`config.mk`:
```
export PLATFORM = sky130hd
export DESIGN_NAME = rxd_serial_port
export DESIGN_NICKNAME = d
export VERILOG_FILES = /design/src/rtl/rxd_port_pkg.sv /design/src/rtl/rxd_bitclk.sv /design/src/rtl/rxd_ctrl.sv /design/src/rtl/rxd_drive.sv /design/src/rtl/rxd_serial_port.sv
export SDC_FILE = /design/constraint.sdc
export NUM_CORES = 1
export LEC_CHECK = 0
export CORE_MARGIN = 5
export CORE_UTILIZATION = 45
export DETAILED_ROUTE_END_ITERATION = 8
export GPL_ROUTABILITY_DRIVEN = 0
export PLACE_DENSITY = 0.72
export SLEW_MARGIN = 20
export SYNTH_ARGS = -nofsm -noshare
export SYNTH_HDL_FRONTEND = slang
export SYNTH_SLANG_ARGS = --single-unit
```
`constraint.sdc`:
```
create_clock -name clk -period 0.8 [get_ports clk]
set_clock_uncertainty 0.05 [all_clocks]
set_input_delay 0.2 -clock clk [delete_from_list [all_inputs] [get_ports clk]]
set_output_delay 0.2 -clock clk [all_outputs]
set_load 0.005 [all_outputs]
```
`src/rtl/rxd_port_pkg.sv`:
```
package rxd_port_pkg;

  typedef enum logic [1:0] {
    ST_HUNT = 2'd0,
    ST_SYNC = 2'd1,
    ST_DATA = 2'd2,
    ST_LAST = 2'd3
  } port_state_e;

  function automatic logic in_envelope(port_state_e s);
    return (s == ST_DATA) || (s == ST_LAST);
  endfunction

endpackage

```
`src/rtl/rxd_bitclk.sv`:
```
module rxd_bitclk #(
  parameter int HALF_CYC = 2
) (
  input  logic clk,
  input  logic rst_ns,
  input  logic run,
  input  logic stb,
  output logic bclk
);

  localparam int CW = $clog2(HALF_CYC + 1);

  logic [CW-1:0] cnt_q, cnt_d;
  logic          bclk_q, bclk_d;

  always_comb begin
    cnt_d  = cnt_q;
    bclk_d = bclk_q;
    if (!run) begin
      cnt_d  = '0;
      bclk_d = 1'b1;
    end else if (stb) begin
      cnt_d  = CW'(HALF_CYC);
      bclk_d = 1'b0;
    end else if (cnt_q != '0) begin
      cnt_d = cnt_q - 1'b1;
      if (cnt_q == CW'(1)) bclk_d = 1'b1;
    end
  end

  always_ff @(posedge clk or negedge rst_ns) begin
    if (!rst_ns) begin
      cnt_q  <= '0;
      bclk_q <= 1'b1;
    end else begin
      cnt_q  <= cnt_d;
      bclk_q <= bclk_d;
    end
  end

  assign bclk = bclk_q;

  // a strobe while running pulls the clock low at that edge
  a_r2_fall_on_strobe: assert property (@(posedge clk) disable iff (!rst_ns)
    (run && stb) |=> !bclk_q);

  // the clock never stays low beyond the half period
  a_r2_low_bounded: assert property (@(posedge clk) disable iff (!rst_ns)
    (!bclk_q && cnt_q == '0) |-> 1'b0);

endmodule

```
`src/rtl/rxd_ctrl.sv`:
```
module rxd_ctrl
  import rxd_port_pkg::*;
#(
  parameter int LEN_W = 8
) (
  input  logic             clk,
  input  logic             rst_ns,
  input  logic             rx_en,
  input  logic             acq_done,
  input  logic             dem_stb,
  input  logic [LEN_W-1:0] hdr_len,
  input  logic             crc_done,
  input  logic             crc_ok,
  input  logic             pn_lost,
  input  logic             cfg_ignore_crc,
  input  logic             bclk,
  output logic             run_nx,
  output logic             env_nx,
  output logic             take
);

  localparam int CNT_W = LEN_W + 3;

  port_state_e      st_q, st_d;
  logic [CNT_W-1:0] remain_q, remain_d;
  logic             crc_pass;
  logic             load_cnt;

  assign crc_pass = (crc_ok || cfg_ignore_crc) && (hdr_len != '0);

  always_comb begin
    st_d = st_q;
    unique case (st_q)
      ST_HUNT: if (acq_done) st_d = ST_SYNC;
      ST_SYNC: begin
        if (pn_lost)       st_d = ST_HUNT;
        else if (crc_done) st_d = crc_pass ? ST_DATA : ST_HUNT;
      end
      ST_DATA: begin
        if (pn_lost) st_d = ST_HUNT;
        else if (dem_stb && remain_q == CNT_W'(1)) st_d = ST_LAST;
      end
      ST_LAST: begin
        if (pn_lost || bclk) st_d = ST_HUNT;
      end
      default: st_d = ST_HUNT;
    endcase
    if (!rx_en) st_d = ST_HUNT;
  end

  assign take     = (st_q == ST_DATA) && dem_stb && in_envelope(st_d);
  assign load_cnt = (st_q == ST_SYNC) && (st_d == ST_DATA);
  assign run_nx   = (st_d != ST_HUNT);
  assign env_nx   = in_envelope(st_d);

  always_comb begin
    remain_d = remain_q;
    if (load_cnt)  remain_d = {hdr_len, 3'b000};
    else if (take) remain_d = remain_q - 1'b1;
  end

  always_ff @(posedge clk or negedge rst_ns) begin
    if (!rst_ns) st_q <= ST_HUNT;
    else         st_q <= st_d;
  end

  always_ff @(posedge clk or negedge rst_ns) begin
    if (!rst_ns)                remain_q <= '0;
    else if (load_cnt || take)  remain_q <= remain_d;
  end

  // a failed CRC without the ignore setting sends the port back to hunting
  a_r8_crc_block: assert property (@(posedge clk) disable iff (!rst_ns)
    (st_q == ST_SYNC && crc_done && !crc_ok && !cfg_ignore_crc) |=> st_q == ST_HUNT);

  // an empty payload never enters the data phase
  a_r11_len_zero: assert property (@(posedge clk) disable iff (!rst_ns)
    (st_q == ST_SYNC && crc_done && hdr_len == '0) |=> st_q == ST_HUNT);

  // the data phase always has bits left to send
  a_r5_count_live: assert property (@(posedge clk) disable iff (!rst_ns)
    (st_q == ST_DATA) |-> remain_q != '0);

  // standby from any state once the enable drops
  a_r1_standby_state: assert property (@(posedge clk) disable iff (!rst_ns)
    !rx_en |=> st_q == ST_HUNT);

endmodule

```
`src/rtl/rxd_drive.sv`:
```
module rxd_drive (
  input  logic clk,
  input  logic rst_ns,
  input  logic env_nx,
  input  logic take,
  input  logic dem_bit,
  input  logic cfg_env_low,
  output logic ser_data,
  output logic env_act,
  output logic ser_valid
);

  logic data_q, data_d;
  logic env_q;

  always_comb begin
    data_d = data_q;
    if (!env_nx)   data_d = 1'b0;
    else if (take) data_d = dem_bit;
  end

  always_ff @(posedge clk or negedge rst_ns) begin
    if (!rst_ns) begin
      data_q <= 1'b0;
      env_q  <= 1'b0;
    end else begin
      data_q <= data_d;
      env_q  <= env_nx;
    end
  end

  assign ser_data  = data_q;
  assign env_act   = env_q;
  assign ser_valid = env_q ^ cfg_env_low;

  // the data line is zero whenever the envelope is closed
  a_r5_zero_outside: assert property (@(posedge clk) disable iff (!rst_ns)
    !env_q |-> !data_q);

endmodule

```
`src/rtl/rxd_serial_port.sv`:
```
module rxd_serial_port #(
  parameter int LEN_W    = 8,
  parameter int HALF_CYC = 2
) (
  input  logic             clk,
  input  logic             rst_n,
  input  logic             rx_en,
  input  logic             acq_done,
  input  logic             dem_stb,
  input  logic             dem_bit,
  input  logic [LEN_W-1:0] hdr_len,
  input  logic             crc_done,
  input  logic             crc_ok,
  input  logic             pn_lost,
  input  logic             cfg_ignore_crc,
  input  logic             cfg_env_low,
  output logic             ser_data,
  output logic             ser_clk,
  output logic             ser_valid
);

  logic [1:0] rst_sync_q;
  logic       rst_ns;
  logic       run_nx;
  logic       env_nx;
  logic       take;
  logic       env_act;

  always_ff @(posedge clk or negedge rst_n) begin
    if (!rst_n) rst_sync_q <= 2'b00;
    else        rst_sync_q <= {rst_sync_q[0], 1'b1};
  end
  assign rst_ns = rst_sync_q[1];

  rxd_ctrl #(.LEN_W(LEN_W)) i_ctrl (
    .clk            (clk),
    .rst_ns         (rst_ns),
    .rx_en          (rx_en),
    .acq_done       (acq_done),
    .dem_stb        (dem_stb),
    .hdr_len        (hdr_len),
    .crc_done       (crc_done),
    .crc_ok         (crc_ok),
    .pn_lost        (pn_lost),
    .cfg_ignore_crc (cfg_ignore_crc),
    .bclk           (ser_clk),
    .run_nx         (run_nx),
    .env_nx         (env_nx),
    .take           (take)
  );

  rxd_bitclk #(.HALF_CYC(HALF_CYC)) i_bitclk (
    .clk    (clk),
    .rst_ns (rst_ns),
    .run    (run_nx),
    .stb    (dem_stb),
    .bclk   (ser_clk)
  );

  rxd_drive i_drive (
    .clk         (clk),
    .rst_ns      (rst_ns),
    .env_nx      (env_nx),
    .take        (take),
    .dem_bit     (dem_bit),
    .cfg_env_low (cfg_env_low),
    .ser_data    (ser_data),
    .env_act     (env_act),
    .ser_valid   (ser_valid)
  );

  // standby outputs after the enable drops
  a_r1_standby_out: assert property (@(posedge clk) disable iff (!rst_ns)
    !rx_en |=> (!env_act && ser_clk && !ser_data));

  // loss of PN tracking closes the envelope at once
  a_r6_pn_abort: assert property (@(posedge clk) disable iff (!rst_ns)
    (env_act && pn_lost) |=> (!env_act && ser_clk));

  // inside the envelope the data changes only with a falling bit clock
  a_r4_data_on_fall: assert property (@(posedge clk) disable iff (!rst_ns)
    (env_act && $past(env_act) && !$stable(ser_data)) |-> $fell(ser_clk));

  // a strobe coinciding with PN loss does not reach the data line
  a_r12_abort_wins: assert property (@(posedge clk) disable iff (!rst_ns)
    (dem_stb && pn_lost) |=> !ser_data);

endmodule

```
* Word level (Yosys, flattened, before mapping)
Index checks and enable logic that the tools add are counted.
Cells by class: muxes and demuxes 20, $add $sub $neg 2, eq/ne operators 10, reduce and logical (&&, ||, !) cells 16, bitwise operators 1
Operators with widths (number):
- $mux W11 | 2
- $mux W2 | 11
- $eq A11 B1 Y1 const B | 1
- $sub A11 B1 Y11 const B | 1
- $eq A2 B2 Y1 const B | 4
- $pmux W2 S4 | 1
- $reduce_bool A8 Y1 | 1
- $mux W1 | 6
- $ne A3 B3 Y1 const B | 2
- $reduce_bool A2 Y1 | 3
- $logic_and A1 B1 Y1 | 5
- $eq A2 B1 Y1 const B | 2
- $logic_or A1 B1 Y1 | 4
- $reduce_and A2 Y1 | 2
- $logic_not A2 Y1 | 1
- $ne A2 B1 Y1 const B | 1
- $sub A2 B1 Y2 const B | 1
- $xor A1 B1 Y1 | 1
Word-level totals: register bits 20, output and inout port bits 3, bits of input ports 19, logic and storage cells 56

* Longest topological paths before layout
word-level depth 12, mapped depth 7, depth with buffers taken out 7

* Cells and area by module
From an unflattened synthesis, not the netlist that was laid out.
Second synthesis, totals: cell total of the unflattened synthesis 111, area total of the unflattened synthesis 1084.8 µm²
Modules (own cells, without submodules):
- rxd_ctrl | area each 799.5 µm², sequential area each 325.3 µm², instances 1, cells each 89
- rxd_bitclk | area each 156.4 µm², sequential area each 76.3 µm², instances 1, cells each 14
- rxd_drive | area each 75.1 µm², sequential area each 50.0 µm², instances 1, cells each 5
- rxd_serial_port | area each 53.8 µm², sequential area each 50.0 µm², instances 1, cells each 3

* Least setup slack after synthesis
No wires, ideal clock.
kind reg2reg, from register i_ctrl.st_q[0], to register i_ctrl.remain_q[9], stages on the path, launching flop included 5, buffers on the path 0, data arrival time 1522 ps, data required time 681 ps, slack -841 ps, cells stage by stage dfrtp_1 > nand3b_1 > or4_1 > or4_1 > nand3_1
Between the ends: word-level cells in the longest chain between the ends 9, elaborated cells between the ends (all ways) 22, those cells by class eq/ne: 5; mux: 9; reduce/logical: 8
Ends and longest elaborated chain:
- start, declared | RTL line rxd_ctrl.sv:24 | port_state_e st_q, st_d;
- start signal, assigned | RTL line rxd_ctrl.sv:64 | else st_q <= st_d;
- $mux W2, on equally long branches | RTL line rxd_ctrl.sv:41, rxd_ctrl.sv:37
- $mux W2, on equally long branches | RTL line rxd_ctrl.sv:40, rxd_ctrl.sv:36
- $pmux W2 S4 | RTL line rxd_ctrl.sv:33 | unique case (st_q)
- $mux W2 | RTL line rxd_ctrl.sv:48 | if (!rx_en) st_d = ST_HUNT;
- $eq A2 B2 Y1, on equally long branches | RTL line rxd_port_pkg.sv:11, rxd_ctrl.sv:52
- $logic_or A1 B1 Y1 | RTL line rxd_port_pkg.sv:11 | return (s == ST_DATA) || (s == ST_LAST);
- $logic_and A1 B1 Y1 | RTL line rxd_ctrl.sv:51 | assign take = (st_q == ST_DATA) && dem_stb && in_envelope(st_d);
- $reduce_bool A2 Y1 (no source line) / $logic_or A1 B1 Y1 (equally long branches)
- $reduce_and A2 Y1 (no source line)
- end signal, assigned | RTL line rxd_ctrl.sv:69 | else if (load_cnt || take) remain_q <= remain_d;
- end, declared | RTL line rxd_ctrl.sv:25 | logic [CNT_W-1:0] remain_q, remain_d;
Several ways; a longest one is shown, not always the timed one. A chain may end at the register's enable or synchronous reset.

* Worst setup path in the final report
Same ends and word-level chain as after synthesis.

==> metrics <==
crit path DAT between 2 and 2.5 ns; Post-Layout Cell Count roughly 230; main flop type after synthesis dfrtp_1; # fillers 119; max cap viols 0; Core Box Area 2430 um^2; Seq cells post-synth 20; grt ovf 0; WL/cell 19.4 um; ANT cells 0; Crit Path Class reg2reg; critical path launch point type register; failing checks negative setup slack; Power Density 1500 nW/um^2; total wire length between 4000 and 5000 um; commonest non-fill, non-tap cell in the layout buf_4; EDFF count, synth 0; Mapped Area 1120 um^2; Total Neg Setup Slack -16.53 ns; max incr delay on CP 0.48 ns; CTS root buffer clkbuf_4; Max rail drop VDD 1.44 mV; Clock H-tree levels 1; HPWL Detailed 2560 um; status complete, but fails checks; Total GRT Usage approximately 25%; part of the Yosys area used for sequential elements 44.7%; WHS 0.135 ns; Top Family by Delay on Critical Path simple AND/OR/NAND/NOR gates; crit path time final 1.83 ns; global-route wire length before repair 6470 um; RSZ-0062 raised after global routing yes; cell mode on critical path or4_4; f_max between 0.5 and 0.6 GHz; layout cells sized above 1 54.5%; Synth area leaders dfrtp_1, ha_1, nand2_1; final setup violation count 21; First-pass DRT Iterations 4; Crit path buffers/inverters 0; initial antenna violation count 0; Reg area 503 um^2; share of the synthesized area in the top cell type 42.4%; Num Clock Sinks 20; IO Count 22; Total Power 3.12 mW; Critical Path Sink Type register; Async SR Flop Fraction 100%; synth warn 0; vias per inst 6.03; DRC errors left 0; initial DRC count 90; Clock transition at path regs 0.12 ns; clock insertion delay at the later pin of the skew report approximately 0.31 ns; Cell Rows 18; die area between 3000 and 4000 um^2; Multi-input gate area 782 um^2; HP Class reg2async; post-route ant nets 0; area leader, netlist dfrtp_1; final cycle utilization of the critical path 229%; P_leak 0.923 nW; Vias 1374; CP max-delay cell dfrtp_2; final setup margin -1.03 ns; crit path cell chain nand3b_1 -> or4_4 -> or4_4 -> nand3_2; Fin. Hold Viols 0; Placed Instances between 200 and 250; TritonCTS clock tree done; Die X 59.9 um; Syn Nets 140; Final Max Slew Viols 0; utilization after layout 85.5%; vias in the first global route 1397; CTS Buf Count 3; largest net degree at the start of global routing 12; Die H between 50 and 60 um; I/O Buffers 21; synthesis-to-finish area growth 85.4%; CP required just over 1 ns; Clock Path Buffers 2; Nets about 220; worst-path maximum fanout 7; starting density of the core approximately 46%; Unique masters post-synth 41; commonest cells after routing, fill and taps aside buf_4, dfrtp_1, clkdlybuf4s50_1; Syn Inst Count 117; Mapped Avg Cell Area 9.59 um^2
[timing repair]
item                       4_1_cts  5_1_grt
setup endpoints to repair       21       21
buffers inserted                13       12
hold buffers                     1        0
gates resized for setup         49       23
cloned                           0        0
pin swaps                       13        9
hold endpoints to repair         2        0
[worst reg2reg max path, stage by stage (launching register included)]
cell	delay (ns)
dfrtp_2	0.48
nand3b_1	0.24
or4_4	0.47
or4_4	0.44
nand3_2	0.09
[area by class of cell]
| class | instances | share of cell area, % |
|---|---|---|
| inverter | 8 | 1.44 |
| tap | 30 | 1.80 |
| sequential | 20 | 24.2 |
| multi-input combinational | 86 | 37.6 |
| clock buffer | 4 | 1.74 |
| timing repair buffer | 80 | 33.3 |
[logic make-up (layout without fill, tap and decap cells)]
family,Yosys count,count (layout),share of synthesized area (%)
flops,20,20,44.7
compound gates,31,31,20.6
xor+xnor,3,3,2.34
other cells,1,1,0.334
simple gates,47,47,23.5
buf+inv,11,92,4.01
fa+ha+maj,4,4,4.46
[power breakdown]
group | switching [mW] | internal [mW] | leakage, nW
Clock | 0.338 | 0.278 | 0.0210
Combinational | 0.535 | 0.640 | 0.644
Sequential | 0.174 | 1.16 | 0.258
[synth_stat cells (all sizes together) (2+ instances only)]
cell	instances
nor2	7
dfrtp	19
o31ai	5
nand3	5
nor4	4
o21ai	4
xor2	3
ha	4
o311ai	4
o21a	2
or4	2
a21oi	6
buf	3
inv	8
nand3b	2
or2	2
nand2	13
a32oi	2
nand4	2
nor3	2
[registers in the layout, indices dropped and copies added, names as in the netlist]
name and flops:
i_bitclk.bclk 1, i_drive.ser_data 1, i_bitclk.cnt_q 2, i_drive.env_act 1
rst_sync_q 2, i_ctrl.remain_q 11, i_ctrl.st_q 2
[through the flow]
stage | setup slack (ns) | instance area, um^2
floorplan | -0.841 | 1180
global placement | -1.17 | 1680
detailed placement | -1.25 | 1680
CTS | -0.932 | 1930
global route | -1.04 | 2080
finish | -1.03 | 2080
[layer usage]
| layer | GRT usage, % | vias up | part of all wire (%) |
|---|---|---|---|
| met3 | 4.54 | 27 | 7.3 |
| met2 | 44.1 | 73 | 52 |
| met1 | 27.3 | 676 | 36 |
| met5 | 0 | - | 0 |
| met4 | 13.6 | 0 | 5.2 |
| li1 | - | 598 | - |
[worst paths after layout]
kind                                               start  depth (start not counted)  slack (ns)                        endpoint
worst max-delay path            i_ctrl.st_q[0]$_DFF_PN0_                          4       -1.03  i_ctrl.remain_q[9]$_DFFE_PN0P_
worst min-delay path             rst_sync_q[1]$_DFF_PN0_                          1        0.13   i_bitclk.cnt_q[1]$_DFFE_PN0P_
worst max register to register  i_ctrl.st_q[0]$_DFF_PN0_                          4       -1.03  i_ctrl.remain_q[9]$_DFFE_PN0P_
worst min register to register   rst_sync_q[1]$_DFF_PN0_                          1        0.13   i_bitclk.cnt_q[1]$_DFFE_PN0P_
max in group asynchronous                          rst_n                          2        0.03         rst_sync_q[0]$_DFF_PN0_
min in group clk                 rst_sync_q[0]$_DFF_PN0_                          0        0.33         rst_sync_q[1]$_DFF_PN0_
Note: power is estimated with default switching activity, not from simulation.
